## config.mk

```make
export PLATFORM = sky130hd
export DESIGN_NAME = burst_col_seq
export DESIGN_NICKNAME = d
export VERILOG_FILES = /design/src/rtl/burst_col_seq.sv
export SDC_FILE = /design/constraint.sdc
export NUM_CORES = 1
export LEC_CHECK = 0
export BUFFER_PORTS_ARGS = -buffer_cell sky130_fd_sc_hd__buf_2
export CORE_ASPECT_RATIO = 0.5
export CORE_UTILIZATION = 55
export DETAILED_ROUTE_END_ITERATION = 10
export PLACE_DENSITY = 0.74
export SYNTH_ARGS = -nofsm -noshare
export SYNTH_HDL_FRONTEND = slang
export SYNTH_SLANG_ARGS = --single-unit
```

## constraint.sdc

```tcl
create_clock -name clk -period 2.45 [get_ports clk]
set_input_delay 0.1225 -clock clk [delete_from_list [all_inputs] [get_ports clk]]
set_output_delay 0.1225 -clock clk [all_outputs]
set_load 0.1 [all_outputs]
```

## src/rtl/burst_col_seq.sv

```systemverilog
module burst_col_seq #(
  parameter int COL_W = 8,
  parameter logic [2:0] FULL_CODE = 3'd7,
  parameter int FIXED_CODES = 4
) (
  input  logic             clk,
  input  logic             rst_n,
  input  logic             start_i,
  input  logic [COL_W-1:0] start_col_i,
  input  logic [2:0]       len_code_i,
  input  logic             interleave_i,
  input  logic             stop_i,
  output logic             beat_valid_o,
  output logic [COL_W-1:0] col_o,
  output logic             last_o
);

  logic             active_q, full_q, inter_q;
  logic [COL_W-1:0] base_q, beat_q, mask_q;
  logic [COL_W-1:0] mask_in, sum;
  logic             full_in;

  assign full_in = (len_code_i == FULL_CODE);

  always_comb begin
    if (full_in)
      mask_in = '1;
    else if (int'(len_code_i) < FIXED_CODES)
      mask_in = COL_W'((1 << len_code_i) - 1);
    else
      mask_in = '0;
  end

  always_ff @(posedge clk) begin
    if (!rst_n) begin
      active_q <= 1'b0;
      full_q   <= 1'b0;
      inter_q  <= 1'b0;
      base_q   <= '0;
      beat_q   <= '0;
      mask_q   <= '0;
    end else if (start_i) begin
      active_q <= 1'b1;
      full_q   <= full_in;
      inter_q  <= interleave_i && !full_in;
      base_q   <= start_col_i;
      beat_q   <= '0;
      mask_q   <= mask_in;
    end else if (active_q) begin
      if (stop_i || last_o)
        active_q <= 1'b0;
      else
        beat_q <= beat_q + 1'b1;
    end
  end

  assign sum          = base_q + beat_q;
  assign beat_valid_o = active_q;
  assign col_o        = !active_q ? '0 :
                        inter_q   ? (base_q ^ beat_q) :
                                    ((base_q & ~mask_q) | (sum & mask_q));
  assign last_o       = active_q && !full_q && (beat_q == mask_q);

  AST_START_LOADS: assert property (@(posedge clk) disable iff (!rst_n)
    start_i |=> beat_valid_o && (col_o == $past(start_col_i)));
  AST_STOP_ENDS: assert property (@(posedge clk) disable iff (!rst_n)
    beat_valid_o && stop_i && !start_i |=> !beat_valid_o);
  AST_IDLE_HOLDS: assert property (@(posedge clk) disable iff (!rst_n)
    !beat_valid_o && !start_i |=> !beat_valid_o);
  AST_LAST_ENDS: assert property (@(posedge clk) disable iff (!rst_n)
    last_o && !start_i |=> !beat_valid_o);
  AST_LAST_IN_BURST: assert property (@(posedge clk) disable iff (!rst_n)
    last_o |-> beat_valid_o);
  AST_FULL_NO_LAST: assert property (@(posedge clk) disable iff (!rst_n)
    beat_valid_o && full_q |-> !last_o);
  AST_UPPER_HELD: assert property (@(posedge clk) disable iff (!rst_n)
    beat_valid_o && !inter_q && !start_i && !stop_i && !last_o |=>
      ((col_o & ~mask_q) == ($past(col_o) & ~$past(mask_q))));

endmodule

```

== Word-level counts from Yosys, hierarchy flattened ==
Index checks and enable logic that the tools add are counted.

* Flip-flop bits (word level): 27
* Bits in latches: 0
* RAM bits: 0
* ROM bits: 0
* Bits of input ports: 16
* Output and inout port bits: 10
* Logic and storage cells: 35
* Memories kept: 0

* $add $sub $neg: 3
* $mul: 0
* Div/mod/pow operators: 0
* $lt $le $gt $ge: 1
* Equal/unequal tests: 2
* Shift operators: 1
* Multiplexer cells: 7
* Bitwise operators: 7
* Reduce and logical (&&, ||, !) cells: 8

{| class="wikitable"
|+ Operators with widths
! cell !! number
|-
| 2-to-1 mux 8 bit || 4
|-
| bitwise AND 8 bit || 2
|-
| adder 8 x 1 -> 8 bit (second input constant) || 1
|-
| adder 8 bit || 1
|-
| == test 8 bit || 1
|-
| NOT 8 bit || 1
|-
| OR 8 bit || 1
|-
| left shift 1 x 3 -> 8 bit (first input constant) || 1
|-
| subtractor 8 x 2 -> 8 bit (second input constant) || 1
|-
| bitwise XOR 8 bit || 1
|-
| == test 3 bit (second input constant) || 1
|-
| logical AND 1 bit || 3
|-
| < comparator 3 bit (second input constant) || 1
|-
| 2-to-1 mux 1 bit || 3
|-
| zero test 1 bit || 2
|-
| NOT 1 bit || 2
|-
| AND reduction 2 bit || 1
|-
| OR reduction 2 bit || 1
|-
| logical OR 1 bit || 1
|}

== Longest topological paths before layout ==
Gate-level depths: netlist of the first run.

* Depth after elaboration: 7
* Mapped depth: 7

== Least setup slack after synthesis of the first run ==
No wires, ideal clock.

* Kind: reg2out
* Start: register beat_q[0]
* End: output port col_o[6]
* Arrival: 2.991 ns
* Required time: 2.328 ns
* Setup slack: -0.664 ns
* Cell stages (with the launch flop): 7
* Path buffers: 0
* Cell sequence: dfxtp_1 -> ha_1 -> fa_1 -> a21o_1 -> a21oi_1 -> o21ai_0 -> o221ai_1

* Longest elaborated chain between the ends: 5

{| class="wikitable"
|+ RTL lines
! item !! RTL line !! RTL
|-
| start: declaration || 19 || <nowiki>logic [COL_W-1:0] base_q, beat_q, mask_q;</nowiki>
|-
| start signal: assignment || 53 || <nowiki>beat_q <= beat_q + 1'b1;</nowiki>
|-
| adder 8 bit || 57 || <nowiki>assign sum = base_q + beat_q;</nowiki>
|-
| bitwise AND 8 bit || 61 || <nowiki>((base_q & ~mask_q) | (sum & mask_q));</nowiki>
|-
| OR 8 bit || 61 ||
|-
| 2-to-1 mux 8 bit || 60 || <nowiki>inter_q ? (base_q ^ beat_q) :</nowiki>
|-
| 2-to-1 mux 8 bit || 59 || <nowiki>assign col_o = !active_q ? '0 :</nowiki>
|-
| end: declaration || 14 || <nowiki>output logic [COL_W-1:0] col_o,</nowiki>
|}

Every way passes these cells.

== Worst setup path after layout of the first run ==
* Start: register base_q[5]
* End: output port col_o[7]

* Longest elaborated chain between the ends: 5

{| class="wikitable"
|+ RTL lines
! item !! RTL line !! RTL
|-
| start: declaration || 19 ||
|-
| start signal: assignment || 46 || <nowiki>base_q <= start_col_i;</nowiki>
|-
| adder 8 bit || 57 ||
|-
| bitwise AND 8 bit || 61 ||
|-
| OR 8 bit || 61 ||
|-
| 2-to-1 mux 8 bit || 60 ||
|-
| 2-to-1 mux 8 bit || 59 ||
|}

Every way passes these cells.

==> metrics.md, run 1 <==
| Metric | Value |
|---|---|
| Outcome | completed |
| Synth Register Bits | 27 |
| DRC Markers | 0 |
| Commonest non-fill, non-tap cell in the layout | dfxtp_1 |
| CTS sink cnt | 27 |
| Setup crit end kind | output port |
| Clock skew | 5.92 ps |
| Crit-path cells | ha_2 > nand2_1 > or4b_1 > mux2i_1 > or3_1 > and3_2 > buf_12 |
| Initial antenna violation count | 0 |
| Slew margin rel. | 67.6% |
| PwrDens | 456 nW/um^2 |
| EDFF count, synth | 0 |
| Skew-Pair Late Insertion Delay | 280 ps |
| CP Class | flop to output port |
| Vias in the first global route | 1,293 |
| Syn_area_per_cell | 8.55 sq um |
| First-pass GRT wire length | 6.42 mm |
| Primary FF master, synth | dfxtp_1 |
| Detailed Routing Iterations Pass 1 | 4 |
| Final period util | 97.3% |
| GRT Util Overall | 27.6% |
| Clock-pin transition on the worst setup and hold timing paths | 90 ps |
| Fraction of layout instances using a drive strength above 1 | 27.6% |
| CTS tree | yes |
| DIE WIDTH | 80.5 um |
| Area of the multi-input gates | 1150 sq um |
| IO Pins | 26 |
| Core Region | 2750 sq um |
| TritonCTS buffer count | 3 |
| Root Driver | clkbuf_8 |
| Sequential cell area fraction in the yosys report | 31.9% |
| Diodes inserted | 0 |
| Distinct cell type count after synthesis | 45 |
| Final number of max-transition violations | 0 |
| Die Area | 3320 sq um |
| Final setup viols | 0 |
| Final Hold Fails | 0 |
| Synthesized Nets | 223 |
| Die Y | 41.2 um |
| Reg area | 544 sq um |
| Synthesized cell area | 1690 sq um |
| Max cap viols | 0 |
| Total routed wirelength | 4.17 mm |
| CP max stage cell | or4b_1 |
| Setup Fix Bufs, Post-CTS | 0 |
| Crit path arrival time | 2260 ps |
| DP Worst Slack | 246 ps |
| Peak VDD IR | 0.276 mV |
| Rows | 13 |
| Fillers | 223 |
| Post-DR vias/cell | 5.80 |
| Hold-fix buffers, CTS | 0 |
| Gr ovfl total | 0 |
| Gate Count Post-Synth | 198 |
| Routability Congestion | 0.858 |
| Worst hold slack | 97.3 ps |
| Fmax | 420 MHz |
| Slew @ Worst Pin | 489 ps |
| Hold Path Class | input pin to flop |
| Final setup margin | 66.5 ps |
| Type of origin of the critical path | flop |
| First DRT Iteration DRCs | 101 |
| Largest net degree at the start of global routing | 21 |
| Worst path max stage delay | 480 ps |
| Static Leak | 0.914 nW |
| Setup repair after global routing missed its margin | yes |
| DP Wirelength | 3.11 mm |
| Area Growth Syn to Fin | 19.4% |
| Most frequent cells in the layout | dfxtp_1 (24), buf_2 (21), nor2_1 (18), nand2_1 (15) |
| CP max FO | 6 |
| Starting Density | 61.6% |
| Critical path required time | 2330 ps |
| # port buffers | 25 |
| Design area | 2020 sq um |
| Routed Antenna Nets | 0 |
| CTS HTree Levels | 1 |
| WL/cell | 15.9 um |
| Final nets | 251 |
| Clk buf depth | 2 |
| Async set-reset flop share out of synthesis | 0% |
| Yosys warns | 0 |
| Tmin final | 2380 ps |
| Post-DP Area | 1940 sq um |
| Vias | 1,519 |
worst paths after layout:
check / cells after the start / slack [ps] / endpoint / startpoint
max: 7 / 70 / col_o[7] / base_q[5]$_SDFFE_PN0P_
min: 3 / 100 / base_q[5]$_SDFFE_PN0P_ / start_col_i[5]
max reg2reg: 6 / 630 / beat_q[6]$_SDFFE_PP0P_ / beat_q[2]$_SDFFE_PP0P_
min reg2reg: 1 / 500 / full_q$_SDFFE_PN0P_ / full_q$_SDFFE_PN0P_
logic make-up after synthesis:
family	share of synthesized area, %
fa+ha+maj	7.10
mux	8.50
compound gates	19.1
buf+inv	3.25
xor+xnor	5.17
simple gates	25.0
flops	31.9
area by class of cell:
| type | instances | area share, % |
|---|---|---|
| Clock buffer | 4 | 2.23 |
| Inverter | 6 | 1.11 |
| Multi-Input combinational cell | 157 | 56.7 |
| Sequential cell | 27 | 26.9 |
| Tap cell | 37 | 2.29 |
| Timing Repair Buffer | 31 | 10.8 |
through the flow:
step                TNS [ps]  utilization [%]  cells  total power, W
global placement           0             70.5    258        0.000666
global route           -72.7             73.6    262        0.000962
CTS                        0             72.6    262        0.000921
floorplan              -1640                -    198        0.000620
detailed placement         0             70.5    258        0.000670
finish                     0             73.6    262        0.000923
layer usage:
| metal | routed length, um | up-vias | GRT usage (%) |
|---|---|---|---|
| met5 | 0 | - | 0 |
| met4 | 8 | 0 | 5.36 |
| met3 | 209 | 2 | 6.22 |
| met2 | 1810 | 33 | 41.7 |
| met1 | 2140 | 717 | 40.1 |
| li1 | - | 767 | - |
cell usage after synthesis (2+ instances only):
master    number  area [sq um]
a21boi_0       2          15.0
a21o_1         6          45.0
a21oi_1       15          75.1
a22oi_1        5          37.5
and3_1         4          25.0
buf_2          2          10.0
clkbuf_1       6          22.5
dfxtp_1       27           541
ha_1           8           100
inv_1          5          18.8
mux2_2         3          33.8
mux2i_1       11           110
nand2_1       15          56.3
nand2b_1       5          31.3
nand3_1        8          40.0
nand4_1        4          25.0
nor2_1        18          67.6
nor2b_1        9          56.3
nor3_2         2          20.0
o21ai_0        8          40.0
or3_1          3          18.8
xnor2_1        2          17.5
xor2_1         8          70.1
what timing repair did:
item,CTS,global route
hold endpoints to repair,0,0
pin swaps,0,1
resized for setup,5,6
endpoints found under the setup margin,4,4
state kept, by name, indices dropped and copies added (netlist names):
name / cells
beat_valid_o: 1
beat_q: 8
full_q: 1
mask_q: 8
inter_q: 1
base_q: 8
worst max-delay path: cells and delay by family, from the launching register on:
family / cells / cell delay, ps
adder cells (fa/ha/maj): 1 / 390
buffers and inverters: 1 / 170
flip-flops: 1 / 350
multiplexers: 1 / 170
AND/OR/NAND/NOR: 4 / 900
where the power goes:
group / internal [W] / switching (W) / total, W / leakage [nW]
sequential: 0.000454 / 0.0000220 / 0.000476 / 0.222
combinational: 0.0000671 / 0.000122 / 0.000190 / 0.669
clock: 0.000117 / 0.000140 / 0.000257 / 0.0228
No activity file was read; power rests on OpenSTA's default activity.
==> run 2: changes to the inputs <==
--- a/config.mk
+++ b/config.mk
@@ -8,6 +8,7 @@
 export BUFFER_PORTS_ARGS = -buffer_cell sky130_fd_sc_hd__buf_2
 export CORE_ASPECT_RATIO = 0.5
 export CORE_UTILIZATION = 55
+export CTS_BUF_LIST = sky130_fd_sc_hd__clkbuf_16
 export DETAILED_ROUTE_END_ITERATION = 10
 export PLACE_DENSITY = 0.74
 export SYNTH_ARGS = -nofsm -noshare
==> run 2 against run 1 <==
Net effect:
- die area stayed put
- sequential power hardly changed
- clock power is 42% higher
- non-clock buffer count stayed put
- cell area is 1.8% higher
- utilization is 1.3 points higher
- cell count stayed put
- hold slack better by 20 ps
- power is 12% higher
- largest power group unchanged
==> metrics.md, run 2 (synthesized netlist as in run 1, its figures left out) <==
| Metric | Value |
|---|---|
| Starting Density | 61.6% (unchanged) |
| Reg area | 544 sq um (unchanged) |
| DRC Markers | 0 (unchanged) |
| Clk buf depth | 2 (unchanged) |
| Root Driver | clkbuf_16 |
| Fin Setup TNS | 0 ps (unchanged) |
| CP startpoint | beat_q[0]$_SDFFE_PP0P_ |
| CTS tree | yes |
| Initial antenna violation count | 0 (unchanged) |
| Critical path required time | 2330 ps (about the same) |
| Most frequent cells in the layout | dfxtp_1 (24), buf_2 (21), nor2_1 (18), nand2_1 (15) |
| CTS sink cnt | 27 (unchanged) |
| PwrDens | 502 nW/um^2 (+9.9%) |
| CP Capture Point | col_o[4] |
| Clock skew | 2.22 ps (-3.70 ps) |
| Slew margin rel. | 67.6% (about the same) |
| Setup Fix Bufs, Post-CTS | 0 (unchanged) |
| Largest net degree at the start of global routing | 21 (unchanged) |
| CP max stage cell | dfxtp_2 |
| Top Registers | base_q (8), beat_q (8), mask_q (8) |
| TritonCTS buffer count | 3 (unchanged) |
| Crit-path most repeated cell | a21oi_2 |
| Final Hold Fails | 0 (unchanged) |
| R2R depth | 6 (unchanged) |
| Setup repair after global routing missed its margin | yes |
| Routed Antenna Nets | 0 (unchanged) |
| Final Core Density | 74.9% (+1.3 points) |
| Crit path arrival time | 2270 ps (about the same) |
| Final nets | 251 (unchanged) |
| Static Leak | 0.931 nW (+1.8%) |
| Diodes inserted | 0 (unchanged) |
| Final number of max-transition violations | 0 (unchanged) |
| CP Class | flop to output port |
| Reg2reg start | beat_q[2]$_SDFFE_PP0P_ |
| Final setup margin | 55.1 ps (-11.5 ps) |
| Type of origin of the critical path | flop |
| Fraction of layout instances using a drive strength above 1 | 28.0% (+0.44 points) |
| Tmin final | 2390 ps (+11.5 ps) |
| Highest routed metal layer | met3 |
| Area Growth Syn to Fin | 21.6% |
| First-pass GRT wire length | 6.53 mm (+1.6%) |
| Setup crit end kind | output port |
| Cell family with most CP delay | adder cells |
| DIE WIDTH | 80.5 um (unchanged) |
| Routed length on met1 | 2.09 mm (-2.0%) |
| DP Wirelength | 3.11 mm (unchanged) |
| Commonest non-fill, non-tap cell in the layout | dfxtp_1 |
| GRT Util Overall | 28.0% (+0.40 points) |
| Total power | 0.00103 W (+12%) |
| Die Y | 41.2 um (unchanged) |
| Final period util | 97.8% (+0.47 points) |
| Fmax | 418 MHz (-0.48%) |
| WL/cell | 16.0 um (+0.62%) |
| Skew-Pair Late Insertion Delay | 260 ps (-20 ps) |
| # port buffers | 25 (unchanged) |
| CP max FO | 5 (-1) |
| Vias | 1,518 (-0.066%) |
| DP Worst Slack | 246 ps (unchanged) |
| CTS HTree Levels | 1 (unchanged) |
| Hold Path Class | input pin to flop |
| Gr ovfl total | 0 (unchanged) |
| Outcome | completed |
| WL met3 | 269 um (+29%) |
| Met2 WL post-DR | 1.83 mm (+0.99%) |
| Max cap viols | 0 (unchanged) |
| Critical Path Stages | 8 (+1) |
| Total routed wirelength | 4.20 mm (+0.62%) |
| Rows | 13 (unchanged) |
| Peak VDD IR | 0.271 mV (-2.1%) |
| Worst path max stage delay | 360 ps (-120 ps) |
| IO Pins | 26 (unchanged) |
| Final setup viols | 0 (unchanged) |
| Vias in the first global route | 1,325 (+2.5%) |
| Crit-path cells | ha_1 > fa_2 > a21o_1 > a21oi_2 > mux2_2 > nand2_1 > a21oi_2 > buf_12 |
| Post-DR vias/cell | 5.79 (about the same) |
| Hold-fix buffers, CTS | 0 (unchanged) |
| Die Area | 3320 sq um (unchanged) |
| Buf+Inv Stages, Crit Path | 1 (unchanged) |
| Fillers | 217 (-2.7%) |
| Slew @ Worst Pin | 489 ps (-0.213 ps) |
| Reg-to-reg setup timing slack | 650 ps (+20 ps) |
| Core Region | 2750 sq um (unchanged) |
| Routability Congestion | 0.858 (unchanged) |
| Clock-pin transition on the worst setup and hold timing paths | 70 ps (-20 ps) |
| R2r endpoint | beat_q[6]$_SDFFE_PP0P_ |
| Area of the multi-input gates | 1150 sq um (+0.22%) |
| Detailed Routing Iterations Pass 1 | 4 (unchanged) |
| First DRT Iteration DRCs | 116 (+15%) |
[run 2: changes by cell type in the layout (fill, tap and decap cells not counted)]
cell	before	now
ha_2	2	3
clkbuf_16	0	3
ha_1	5	4
clkbuf_8	3	0
inv_1	5	6
clkbuf_1	1	0
[run 2: final cells by class]
type                            count  area share [%]
Multi-Input combinational cell    157            55.8
Inverter                            6            1.09
Clock buffer                        3            3.65
Clock inverter                      1           0.182
Sequential cell                    27            26.4
Timing Repair Buffer               31            10.6
Tap cell                           37            2.25
[run 2: power by group]
group | switching [W] | total [W] | internal, W
logic | 0.000123 | 0.000190 | 0.0000674
clock network | 0.000147 | 0.000366 | 0.000218
registers | 0.0000217 | 0.000476 | 0.000455
[run 2: timing repair]
action | CTS | global route
pin swaps | 0 | 0
endpoints found under the setup margin | 4 | 4
endpoints found under the hold margin | 0 | 0
resized for setup | 3 | 9
[run 2: stage by stage]
step | instances | instance area, sq um | hold WS [ps]
2_1_floorplan | 198 | 1710 | 251
3_3_place_gp | 258 | 1940 | 379
3_5_place_dp | 258 | 1940 | 390
4_1_cts | 262 | 2020 | 122
5_1_grt | 262 | 2060 | 118
6_report | 262 | 2060 | 118
[run 2: routing by layer]
| metal | up-vias | global-route usage (%) |
|---|---|---|
| li1 | 764 | - |
| met1 | 712 | 40.3 |
| met2 | 42 | 43.2 |
| met3 | 0 | 6.22 |
| met4 | 0 | 5.36 |
| met5 | - | 0 |
[run 2: worst min-delay path by stage]
| stage | slack [ps] | cells after the start | start | to |
|---|---|---|---|---|
| 4_1_cts | 120 | 3 | start_col_i[5] | base_q[5]$_SDFFE_PN0P_ |
| 3_3_place_gp | 380 | 3 | start_col_i[2] | base_q[2]$_SDFFE_PN0P_ |
| 3_5_place_dp | 390 | 3 | start_col_i[7] | base_q[7]$_SDFFE_PN0P_ |
| 2_1_floorplan | 250 | 1 | rst_n | base_q[6]$_SDFFE_PN0P_ |
| 5_1_grt | 120 | 3 | start_col_i[4] | base_q[4]$_SDFFE_PN0P_ |
| 6_report | 120 | 3 | start_col_i[5] | base_q[5]$_SDFFE_PN0P_ |
[run 2: tightest hold or removal path, delay by kind of cell]
kind                   cells  cell delay [ps]
muxes                      1               50
buffers and inverters      1               70
and+or+nand+nor            1               90
==> run 3: changes to the inputs <==
==> config.mk (replaced) <==
export PLATFORM = sky130hd
export DESIGN_NAME = burst_col_seq
export DESIGN_NICKNAME = d
export VERILOG_FILES = /design/src/rtl/burst_col_seq.sv
export SDC_FILE = /design/constraint.sdc
export NUM_CORES = 1
export LEC_CHECK = 0
export CORE_ASPECT_RATIO = 0.5
export CORE_UTILIZATION = 55
export CTS_BUF_LIST = sky130_fd_sc_hd__clkbuf_16
export CTS_CLUSTER_DIAMETER = 150
export DETAILED_ROUTE_END_ITERATION = 10
export DONT_BUFFER_PORTS = 1
export PLACE_DENSITY = 0.66
export SYNTH_ARGS = -nofsm -noshare
export SYNTH_HDL_FRONTEND = slang
export SYNTH_SLANG_ARGS = --single-unit
==> constraint.sdc (replaced) <==
create_clock -name clk -period 2.87 [get_ports clk]
set_input_delay 0.1435 -clock clk [delete_from_list [all_inputs] [get_ports clk]]
set_output_delay 0.1435 -clock clk [all_outputs]
set_load 0.1 [all_outputs]
==> run 3 against run 2 <==
Net effect:
- register-to-register slack improved by 500 ps
- clock power is 15% lower
- non-clock buffer count fell by 18
- largest cell class unchanged
- highest routed layer is now met4
==> metrics.md, run 3 (synthesized netlist as in run 1, its figures left out) <==
| Metric | Value |
|---|---|
| Outcome | completed |
| Routed Antenna Nets | 0 (unchanged) |
| First-pass GRT wire length | 6.11 mm (-6.5%) |
| GRT Util Overall | 26.6% (-1.4 points) |
| Post-DP Area | 1810 sq um (-6.6%) |
| R2R depth | 5 (-1) |
| Root Driver | clkbuf_16 |
| Clk buf depth | 2 (unchanged) |
| DP Wirelength | 2.97 mm (-4.3%) |
| Critical Path Stages | 7 (-1) |
| Slew @ Worst Pin | 780 ps (+291 ps) |
| Fillers | 215 (-0.92%) |
| Most frequent cells in the layout | dfxtp_1 (27), nor2_1 (17), nand2_1 (15), mux2i_1 (11) |
| Setup repair after global routing missed its margin | no |
| CP max stage cell | dfxtp_1 |
| Buf+Inv Stages, Crit Path | 1 (unchanged) |
| # port buffers | 0 (-100%) |
| Peak VDD IR | 0.402 mV (+48%) |
| Post-CTS sizing | 0 (-3) |
| First DRT Iteration DRCs | 143 (+23%) |
| Commonest non-fill, non-tap cell in the layout | dfxtp_1 |
| Fin Setup TNS | 0 ps (unchanged) |
| Cells on Worst Hold Path | 1 (-2) |
| Vias | 1,458 (-4.0%) |
| Type of origin of the critical path | flop |
| Diodes inserted | 0 (unchanged) |
| Core Region | 2750 sq um (unchanged) |
| CP Class | flop to output port |
| DP Cell Count | 237 (-8.1%) |
| Final nets | 233 (-7.2%) |
| Total routed wirelength | 3.88 mm (-7.6%) |
| Largest net degree at the start of global routing | 22 (+4.8%) |
| Die Area | 3320 sq um (unchanged) |
| Final period util | 89.6% |
| DIE WIDTH | 80.5 um (unchanged) |
| Gr ovfl total | 0 (unchanged) |
| Cell family with most CP delay | simple AND/OR/NAND/NOR gates |
| Die Y | 41.2 um (unchanged) |
| Fraction of layout instances using a drive strength above 1 | 16.4% (-12 points) |
| Hold Path Class | input pin to flop |
| Area Growth Syn to Fin | 13.3% |
| Comb power frac | 16.4% (-2.0 points) |
| Top Registers | base_q (8), beat_q (8), mask_q (8) |
| Final Core Density | 69.8% (-5.1 points) |
| Clock-pin transition on the worst setup and hold timing paths | 60 ps (about the same) |
| Tmin final | 2570 ps |
| Starting Density | 61.6% (unchanged) |
| CP max FO | 6 (+1) |
| PwrDens | 449 nW/um^2 (-11%) |
| Vias in the first global route | 1,184 (-11%) |
| Total power | 0.000861 W (-17%) |
| Critical path required time | 2730 ps (+400 ps) |
| WL/cell | 15.9 um (-0.81%) |
| Detailed Routing Iterations Pass 1 | 4 (unchanged) |
| TritonCTS buffer count | 3 (unchanged) |
| Setup crit end kind | output port |
| Slew margin rel. | 47.9% (-20 points) |
| Internal power | 0.000624 W (-16%) |
| Rows | 13 (unchanged) |
| Design area | 1920 sq um (-6.8%) |
| Max cap viols | 0 (unchanged) |
| CTS tree | yes |
| Clock skew | 1.45 ps (-0.765 ps) |
| Crit-path cells | ha_1 > a21oi_1 > o2111ai_1 > mux2i_1 > or3_1 > and3_1 > buf_4 |
| Final setup viols | 0 (unchanged) |
| Post-DR vias/cell | 5.98 (+3.1%) |
| Fmax | 389 MHz |
| Final Hold Fails | 0 (unchanged) |
| Net Sw Frac | 27.5% (-0.79 points) |
| Final number of max-transition violations | 0 (unchanged) |
| CTS sink cnt | 27 (unchanged) |
| Initial antenna violation count | 0 (unchanged) |
| IO Pins | 26 (unchanged) |
| Worst path max stage delay | 460 ps (+100 ps) |
| Skew-Pair Late Insertion Delay | 260 ps (about the same) |
| Static Leak | 0.850 nW (-8.6%) |
| Routability Congestion | 0.839 (-2.2%) |
| Psw | 0.000236 W (-19%) |
| Flop pwr share | 47.3% (+1.2 points) |
| CTS HTree Levels | 1 (unchanged) |
| Clock network power share | 36.3% (+0.9 points) |
| DRC Markers | 0 (unchanged) |
| Crit path arrival time | 2430 ps (+160 ps) |
| Final non-filler cell total | 244 (-6.9%) |
run 3: cell types whose count changed in the layout (fill, tap and decap cells not counted), moves of 3 or more:
cell           before  now
dfxtp_1            24   27
buf_4               7   10
buf_12              3    0
ha_1                4    8
buf_2              21    0
dlygate4sd3_1       0    3
dfxtp_2             3    0
ha_2                3    0
run 3: power groups by stage:
stage | sequential [W] | clock, W | combinational, W
floorplan | 0.000413 | 0 | 0.000116
global placement | 0.000415 | 0 | 0.000136
detailed placement | 0.000415 | 0 | 0.000137
CTS | 0.000407 | 0.000317 | 0.000140
global route | 0.000409 | 0.000336 | 0.000153
finish | 0.000407 | 0.000312 | 0.000141
run 3: worst paths after layout:
path,slack [ps],end,start
setup / recovery,300,col_o[7],beat_q[1]$_SDFFE_PP0P_
hold reg to reg,480,full_q$_SDFFE_PN0P_,full_q$_SDFFE_PN0P_
setup reg to reg,1150,beat_q[6]$_SDFFE_PP0P_,beat_q[5]$_SDFFE_PP0P_
hold / removal,7,beat_valid_o$_SDFF_PN0_,start_i
run 3: stage by stage:
stage          hold WS (ps)  setup slack, ps
5_1_grt                15.7              178
3_5_place_dp            242              627
3_3_place_gp            239              656
4_1_cts                2.87              340
2_1_floorplan           272            -33.7
6_report               7.25              298
run 3: routing by layer:
layer / up-vias / global-route usage (%) / wire length [um]
met5: - / 0 / 0
met2: 52 / 37.3 / 1490
met3: 4 / 9.56 / 365
met4: 0 / 4.46 / 27
met1: 675 / 38.6 / 1990
li1: 727 / - / -
run 3: final cells by class:
type	instances	area (sq um)	share of cell area [%]
Sequential cell	27	541	28.2
Tap cell	37	46.3	2.41
Inverter	6	22.5	1.17
Multi-Input combinational cell	157	1120	58.6
Clock inverter	1	3.75	0.196
Clock buffer	3	75.1	3.91
Timing Repair Buffer	13	105	5.48
run 3: what timing repair did:
action | CTS | global route
hold endpoints to repair | 2 | 1
hold buffers | 2 | 1
setup buffers | 0 | 0
